File: src/rtl/spi_rf_pkg.sv
package spi_rf_pkg;
  localparam int CNT_W = 5;
  localparam logic [CNT_W-1:0] LEN_STREAM = 5'd8;
  localparam logic [CNT_W-1:0] LEN_CMD    = 5'd16;
  localparam logic [CNT_W-1:0] LEN_WIDE   = 5'd24;
  localparam logic [CNT_W-1:0] CNT_MAX    = 5'd31;

  localparam logic [6:0] A_MODE   = 7'h00;
  localparam logic [6:0] A_START  = 7'h01;
  localparam logic [6:0] A_STREAM = 7'h02;
  localparam logic [6:0] A_DDATA  = 7'h03;
  localparam logic [6:0] A_USER   = 7'h08;
  localparam logic [6:0] A_STATUS = 7'h0F;

  localparam logic [7:0] STREAM_EXIT = 8'hFF;
endpackage

File: src/rtl/spi_rf_sync.sv
module spi_rf_sync #(
  parameter int W = 3,
  parameter int STAGES = 2,
  parameter logic [W-1:0] RST_VAL = '0
) (
  input  logic         clk,
  input  logic         rst,
  input  logic [W-1:0] async_i,
  output logic [W-1:0] sync_o,
  output logic [W-1:0] prev_o
);
  logic [W-1:0] stage_q [STAGES];

  always_ff @(posedge clk) begin
    if (rst) stage_q[0] <= RST_VAL;
    else     stage_q[0] <= async_i;
  end

  for (genvar s = 1; s < STAGES; s++) begin : g_stage
    always_ff @(posedge clk) begin
      if (rst) stage_q[s] <= RST_VAL;
      else     stage_q[s] <= stage_q[s-1];
    end
  end

  always_ff @(posedge clk) begin
    if (rst) prev_o <= RST_VAL;
    else     prev_o <= stage_q[STAGES-1];
  end

  assign sync_o = stage_q[STAGES-1];
endmodule

File: src/rtl/spi_rf_frame.sv
module spi_rf_frame
  import spi_rf_pkg::*;
(
  input  logic        clk,
  input  logic        rst,
  input  logic        sclk_rise,
  input  logic        sclk_fall,
  input  logic        cs_fall,
  input  logic        cs_rise,
  input  logic        cs_act,
  input  logic        sdin_s,
  input  logic        stream_i,
  input  logic        wide_i,
  input  logic [15:0] rd_word_i,
  output logic [7:0]  hdr_o,
  output logic [7:0]  data_o,
  output logic        end_stb_o,
  output logic        sdout,
  output logic        sdout_oe
);
  logic [CNT_W-1:0] cnt_q;
  logic [CNT_W-1:0] exp_len;
  logic [7:0]       rx_q;
  logic [7:0]       hdr_q;
  logic             hdr_stb_q;
  logic [15:0]      tx_q;

  always_comb begin
    if (stream_i)                                   exp_len = LEN_STREAM;
    else if (hdr_q[7] && hdr_q[6:0] == A_DDATA && wide_i) exp_len = LEN_WIDE;
    else                                            exp_len = LEN_CMD;
  end

  always_ff @(posedge clk) begin
    if (rst) begin
      cnt_q     <= '0;
      rx_q      <= '0;
      hdr_q     <= '0;
      hdr_stb_q <= 1'b0;
      tx_q      <= '0;
      end_stb_o <= 1'b0;
      sdout_oe  <= 1'b0;
    end else begin
      hdr_stb_q <= 1'b0;
      end_stb_o <= 1'b0;
      sdout_oe  <= cs_act;
      if (cs_fall) begin
        cnt_q <= '0;
        tx_q  <= '0;
      end else if (cs_act && sclk_rise) begin
        rx_q <= {rx_q[6:0], sdin_s};
        if (cnt_q != CNT_MAX) cnt_q <= cnt_q + 1'b1;
        if (cnt_q == 5'd7) begin
          hdr_q     <= {rx_q[6:0], sdin_s};
          hdr_stb_q <= 1'b1;
        end
      end
      if (hdr_stb_q && !stream_i && hdr_q[7]) begin
        tx_q <= rd_word_i;
      end else if (cs_act && sclk_fall && cnt_q > 5'd8) begin
        tx_q <= {tx_q[14:0], 1'b0};
      end
      if (cs_rise) end_stb_o <= (cnt_q == exp_len);
    end
  end

  assign hdr_o  = hdr_q;
  assign data_o = rx_q;
  assign sdout  = tx_q[15];


  oe_off_chk: assert property (@(posedge clk) disable iff (rst)
    cs_rise |=> !sdout_oe);
endmodule

File: src/rtl/spi_rf_regs.sv
module spi_rf_regs
  import spi_rf_pkg::*;
#(
  parameter int NUSER = 4,
  parameter int DM_AW = 8
) (
  input  logic               clk,
  input  logic               rst,
  input  logic               end_stb_i,
  input  logic [7:0]         hdr_i,
  input  logic [7:0]         data_i,
  output logic [15:0]        rd_word_o,
  output logic [DM_AW-1:0]   dm_addr,
  output logic               dm_we,
  output logic [7:0]         dm_wdata,
  input  logic [15:0]        dm_rdata,
  output logic               wide_o,
  output logic               stream_o,
  output logic [8*NUSER-1:0] user_flat
);
  localparam int UIW = (NUSER > 1) ? $clog2(NUSER) : 1;

  logic [7:0]       mode_q;
  logic [7:0]       start_q;
  logic             ai_q;
  logic [DM_AW-1:0] ptr_q;
  logic [7:0]       user_q [NUSER];
  logic             wr_cmd;
  logic [6:0]       rd_addr;
  logic [6:0]       uoff;

  assign wr_cmd  = end_stb_i && !ai_q && !hdr_i[7];
  assign rd_addr = hdr_i[6:0];
  assign uoff    = rd_addr - A_USER;

  always_ff @(posedge clk) begin
    if (rst) begin
      mode_q   <= '0;
      start_q  <= '0;
      ai_q     <= 1'b0;
      ptr_q    <= '0;
      dm_addr  <= '0;
      dm_we    <= 1'b0;
      dm_wdata <= '0;
    end else begin
      dm_we   <= 1'b0;
      dm_addr <= ptr_q;
      if (end_stb_i && ai_q) begin
        if (data_i == STREAM_EXIT) begin
          ai_q <= 1'b0;
        end else begin
          dm_we    <= 1'b1;
          dm_wdata <= data_i;
          ptr_q    <= ptr_q + 1'b1;
        end
      end else if (wr_cmd) begin
        case (hdr_i[6:0])
          A_MODE:   mode_q  <= data_i;
          A_START:  start_q <= data_i;
          A_STREAM: begin
            ai_q  <= data_i[0];
            ptr_q <= DM_AW'(start_q);
          end
          default: ;
        endcase
      end
    end
  end

  for (genvar u = 0; u < NUSER; u++) begin : g_user
    always_ff @(posedge clk) begin
      if (rst) user_q[u] <= '0;
      else if (wr_cmd && hdr_i[6:0] == 7'(A_USER + u)) user_q[u] <= data_i;
    end
    assign user_flat[8*u +: 8] = user_q[u];
  end

  always_comb begin
    rd_word_o = 16'h0000;
    if (rd_addr >= A_USER && rd_addr < 7'(A_USER + NUSER)) begin
      rd_word_o = {user_q[uoff[UIW-1:0]], 8'h00};
    end else begin
      case (rd_addr)
        A_MODE:   rd_word_o = {mode_q, 8'h00};
        A_START:  rd_word_o = {start_q, 8'h00};
        A_STREAM: rd_word_o = {7'b0, ai_q, 8'h00};
        A_DDATA:  rd_word_o = mode_q[0] ? dm_rdata : {dm_rdata[7:0], 8'h00};
        A_STATUS: rd_word_o = {6'b0, ai_q, mode_q[0], 8'h00};
        default:  rd_word_o = 16'h0000;
      endcase
    end
  end

  assign wide_o   = mode_q[0];
  assign stream_o = ai_q;


  we_in_stream_chk: assert property (@(posedge clk) disable iff (rst)
    dm_we |-> $past(ai_q));

  we_single_chk: assert property (@(posedge clk) disable iff (rst)
    dm_we |=> !dm_we);

  ptr_step_chk: assert property (@(posedge clk) disable iff (rst)
    dm_we |-> ptr_q == dm_addr + 1'b1);

  exit_no_write_chk: assert property (@(posedge clk) disable iff (rst)
    $fell(ai_q) |-> !dm_we);

  user_commit_chk: assert property (@(posedge clk) disable iff (rst)
    !$stable(user_flat) |-> $past(end_stb_i));
endmodule

File: src/rtl/spi_regfile_slave.sv
module spi_regfile_slave #(
  parameter int NUSER = 4,
  parameter int DM_AW = 8
) (
  input  logic               clk,
  input  logic               rst,
  input  logic               sclk,
  input  logic               cs_n,
  input  logic               sdin,
  output logic               sdout,
  output logic               sdout_oe,
  output logic [DM_AW-1:0]   dm_addr,
  output logic               dm_we,
  output logic [7:0]         dm_wdata,
  input  logic [15:0]        dm_rdata,
  output logic               mode_wide,
  output logic               auto_active,
  output logic [8*NUSER-1:0] user_regs
);
  logic [2:0]  pin_s;
  logic [2:0]  pin_p;
  logic        sync_unused;
  logic        sclk_rise, sclk_fall, cs_fall, cs_rise, cs_act;
  logic [7:0]  hdr, data;
  logic        end_stb;
  logic [15:0] rd_word;

  spi_rf_sync #(.W(3), .STAGES(2), .RST_VAL(3'b010)) u_sync (
    .clk(clk), .rst(rst), .async_i({sdin, cs_n, sclk}),
    .sync_o(pin_s), .prev_o(pin_p)
  );

  assign sclk_rise   = pin_s[0] & ~pin_p[0];
  assign sclk_fall   = ~pin_s[0] & pin_p[0];
  assign cs_fall     = ~pin_s[1] & pin_p[1];
  assign cs_rise     = pin_s[1] & ~pin_p[1];
  assign cs_act      = ~pin_s[1];
  assign sync_unused = pin_p[2];

  spi_rf_frame u_frame (
    .clk(clk), .rst(rst),
    .sclk_rise(sclk_rise), .sclk_fall(sclk_fall),
    .cs_fall(cs_fall), .cs_rise(cs_rise), .cs_act(cs_act),
    .sdin_s(pin_s[2]), .stream_i(auto_active), .wide_i(mode_wide),
    .rd_word_i(rd_word), .hdr_o(hdr), .data_o(data), .end_stb_o(end_stb),
    .sdout(sdout), .sdout_oe(sdout_oe)
  );

  spi_rf_regs #(.NUSER(NUSER), .DM_AW(DM_AW)) u_regs (
    .clk(clk), .rst(rst), .end_stb_i(end_stb), .hdr_i(hdr), .data_i(data),
    .rd_word_o(rd_word), .dm_addr(dm_addr), .dm_we(dm_we),
    .dm_wdata(dm_wdata), .dm_rdata(dm_rdata), .wide_o(mode_wide),
    .stream_o(auto_active), .user_flat(user_regs)
  );
endmodule

File: config.mk
export PLATFORM = sky130hd
export DESIGN_NAME = spi_regfile_slave
export DESIGN_NICKNAME = d
export VERILOG_FILES = /design/src/rtl/spi_rf_pkg.sv /design/src/rtl/spi_rf_sync.sv /design/src/rtl/spi_rf_frame.sv /design/src/rtl/spi_rf_regs.sv /design/src/rtl/spi_regfile_slave.sv
export SDC_FILE = /design/constraint.sdc
export NUM_CORES = 1
export LEC_CHECK = 0
export ABC_AREA = 1
export CAP_MARGIN = 20
export CORE_MARGIN = 4
export CORE_UTILIZATION = 35
export CTS_CLUSTER_DIAMETER = 30
export DETAILED_ROUTE_END_ITERATION = 6
export SLEW_MARGIN = 20
export SYNTH_ARGS = -nofsm -noshare
export SYNTH_HDL_FRONTEND = slang
export SYNTH_HIERARCHICAL = 1
export SYNTH_SLANG_ARGS = --single-unit
File: constraint.sdc
create_clock -name clk -period 2.6 [get_ports clk]
set_clock_uncertainty 0.05 [all_clocks]
set_input_delay 0.52 -clock clk [delete_from_list [all_inputs] [get_ports clk]]
set_output_delay 0.52 -clock clk [all_outputs]
set_load 0.05 [all_outputs]
==> impl_table.tex <==
\begin{tabular}{lr}
\hline
Metric & Value \\
\hline
\multicolumn{2}{l}{\textbf{Status}} \\
\quad Status & completed \\
\multicolumn{2}{l}{\textbf{Final layout}} \\
\quad Synthesis-to-finish area growth & 26.4\% \\
\quad FF/Latch Area & 0.00276 sq mm \\
\quad Area of the multi-input gates & 0.00256 sq mm \\
\quad Final design utilization & 45.7\% \\
\quad Count of antenna diodes in the layout & 0 \\
\quad Total number of nets in the final design & 896 \\
\quad Filler instances & 1611 \\
\quad Share of post-route cells with drive strength above 1 & 10.9\% \\
\multicolumn{2}{l}{\textbf{Critical path}} \\
\quad Critical path class & reg2out \\
\quad Cell class contributing the biggest share of worst-path delay & buffers and inverters \\
\quad CP arrival & 1.80 ns \\
\quad Slowest cell delay on critical path & 0.88 ns \\
\quad Crit path buf inv count & 1 \\
\quad Critical-path cell list & clkdlybuf4s50\_1 \\
\quad Required arrival time at the worst endpoint & 2.03 ns \\
\quad Type of destination of the critical path & primary output \\
\quad Largest driver fanout on the critical path & 8 \\
\quad Kind of launch point of the worst setup path & flop \\
\quad Standard cell with the maximum stage delay on the critical path & sky130\_fd\_sc\_hd\_\_clkdlybuf4s50\_1 \\
\multicolumn{2}{l}{\textbf{Drt}} \\
\quad TritonRoute pass-1 iters & 5 \\
\quad Routed vias & 5190 \\
\quad Number of DRC markers in iteration 0 & 339 \\
\quad Wire length after detailed routing & 15.7 mm \\
\quad Detailed-route DRC error count & 0 \\
\quad Vias per Instance & 4.72 \\
\quad Wire per inst & 14.3 um \\
\quad Antenna Violating Nets Remaining & 0 \\
\multicolumn{2}{l}{\textbf{STA}} \\
\quad Slew at the pin closest to its max-slew limit & 0.696 ns \\
\quad Final hold vios & 0 \\
\quad Highest clock frequency the design can meet & 422 MHz \\
\quad TNS Setup & 0 ns \\
\quad Count of final max-slew check failures & 0 \\
\quad Relative slew slack & 53.5\% \\
\quad Setup-failing EPs final & 0 \\
\quad Setup repair after global routing missed its margin & false \\
\quad Ratio of final minimum period to clock period & 91.1\% \\
\quad Final period demand of the worst path & 2.37 ns \\
\multicolumn{2}{l}{\textbf{GRT}} \\
\quad Global router's overall resource usage & 17.6\% \\
\quad Via count of the first global-routing pass & 4952 \\
\quad First-pass GRT wire length & 25.4 mm \\
\quad Initial antenna violation count & 0 \\
\quad Residual overflow from global routing & 0 \\
\quad Pin count of the biggest net entering global routing & 42 \\
\multicolumn{2}{l}{\textbf{CTS}} \\
\quad TritonCTS Sinks & 122 \\
\quad CTS buffer count & 17 \\
\quad CTS resizes & 0 \\
\quad Number of H-tree branching levels & 4 \\
\quad Number of buffers added to fix hold violations after cts & 0 \\
\quad Clock buffer depth & 2 \\
\quad TritonCTS clock tree & yes \\
\quad Post-CTS setup buffer count & 0 \\
\quad Clk slew on worst S/H paths & 0.05 ns \\
\quad Latest clock arrival within the worst-skew pair & 0.42 ns \\
\quad Library cell used as clock root buffer & sky130\_fd\_sc\_hd\_\_clkbuf\_16 \\
\multicolumn{2}{l}{\textbf{Yosys}} \\
\quad Syn. warnings & 6 \\
\quad Average size of a mapped cell & 7.40 sq um \\
\quad Cell area after synthesis & 0.00580 sq mm \\
\quad Number of standard cells after synthesis & 784 \\
\quad Synthesized net count & 809 \\
\multicolumn{2}{l}{\textbf{Floorplan}} \\
\quad Area of the die & 0.0187 sq mm \\
\quad Die outline height & 137 um \\
\quad Horizontal extent of the die & 137 um \\
\quad Rows & 46 \\
\quad Initial cell density of the core & 36.1\% \\
\quad Number of placed I/O pins & 74 \\
\quad Area of the core & 0.0161 sq mm \\
\multicolumn{2}{l}{\textbf{Power and ir drop}} \\
\quad Pwr dens & 609 mW/mm\^{}2 \\
\quad Leakage & 2.81 nW \\
\quad IR Drop Worst-Case VDD & 0.471 mV \\
\multicolumn{2}{l}{\textbf{Flow run}} \\
\quad Reported max-cap violation count & 0 \\
\multicolumn{2}{l}{\textbf{Place}} \\
\quad Global placement routability congestion & 0.870 \\
\quad Final HPWL from detailed placement & 11.3 mm \\
\quad Total of buffers placed on input and output ports & 73 \\
\multicolumn{2}{l}{\textbf{Hold path}} \\
\quad Class of the tightest hold or removal check & in2reg \\
\hline
\end{tabular}
==> cell usage in the layout (no fill, tap or decap), drive strengths merged, types with 4 or more instances in the layout <==
cell	instances
a21oi	35
nand4	16
nand3	50
o21ai	54
clkbuf	21
nor2	215
clkinv	10
edfxtp	32
ha	4
nand2	170
dfxtp	90
inv	88
clkdlybuf4s50	72
buf	18
==> area by class of cell <==
type,count,share of cell area [%]
sequential,122,37.6
timing repair buffer,90,11.6
clock inverter,11,1.42
clock buffer,21,6.00
inverter,91,4.69
tap,216,3.68
multi-input combinational,549,34.9
==> through the flow <==
step                area [sq um]  worst slack (ns)  instances  power [mW]  hold WS (ns)
global route                7340             0.140       1100        4.62         0.300
CTS                         7340             0.195       1100        4.51         0.299
finish                      7340             0.231       1100        4.47         0.316
global placement            6790             0.606       1068        2.30         0.340
floorplan                   5800             0.336        784        2.18         0.336
detailed placement          6790             0.582       1068        2.30         0.349
==> worst paths after layout <==
check	start	endpoint	slack [ns]	depth (start not counted)
setup / recovery	u_regs/stream_o	auto_active	0.23	1
hold / removal	rst	u_frame/hdr_stb_q	0.32	2
setup reg to reg	u_frame/hdr_o[1]	u_frame/tx_q[5]	0.66	9
hold reg to reg	u_sync/stage_q[0][2]	u_sync/stage_q[1][2]	0.35	2
==> where the power goes <==
group / internal [mW] / leakage (nW) / switching (mW)
Sequential: 1.98 / 1.04 / 0.0257
Combinational: 0.0870 / 1.51 / 0.167
Clock: 1.39 / 0.258 / 0.825
Total: 3.45 / 2.81 / 1.02
==> layer usage <==
layer	vias to the layer above	global-route usage [%]	part of all wire (%)
met5	-	0	0
met4	0	6.37	1.7
met3	20	3.90	4.7
met2	105	29.1	49
met1	2416	22.6	45
li1	2649	-	-
==> flip-flops by register name, summed over array words and instances (netlist names) <==
signal	flops
u_regs/stream_o	1
u_regs/dm_wdata	8
u_regs/ptr_q	8
u_frame/tx_q	16
u_sync/stage_q	6
u_regs/start_q	8
u_frame/hdr_o	8
u_frame/sdout_oe	1
u_frame/data_o	8
u_regs/user_q	32
u_sync/prev_o	2
u_frame/hdr_stb_q	1
u_regs/dm_addr	8
u_regs/mode_q	8
u_frame/cnt_q	5
u_frame/end_stb_o	1
u_regs/dm_we	1
No activity file was read; power rests on OpenSTA's default activity.
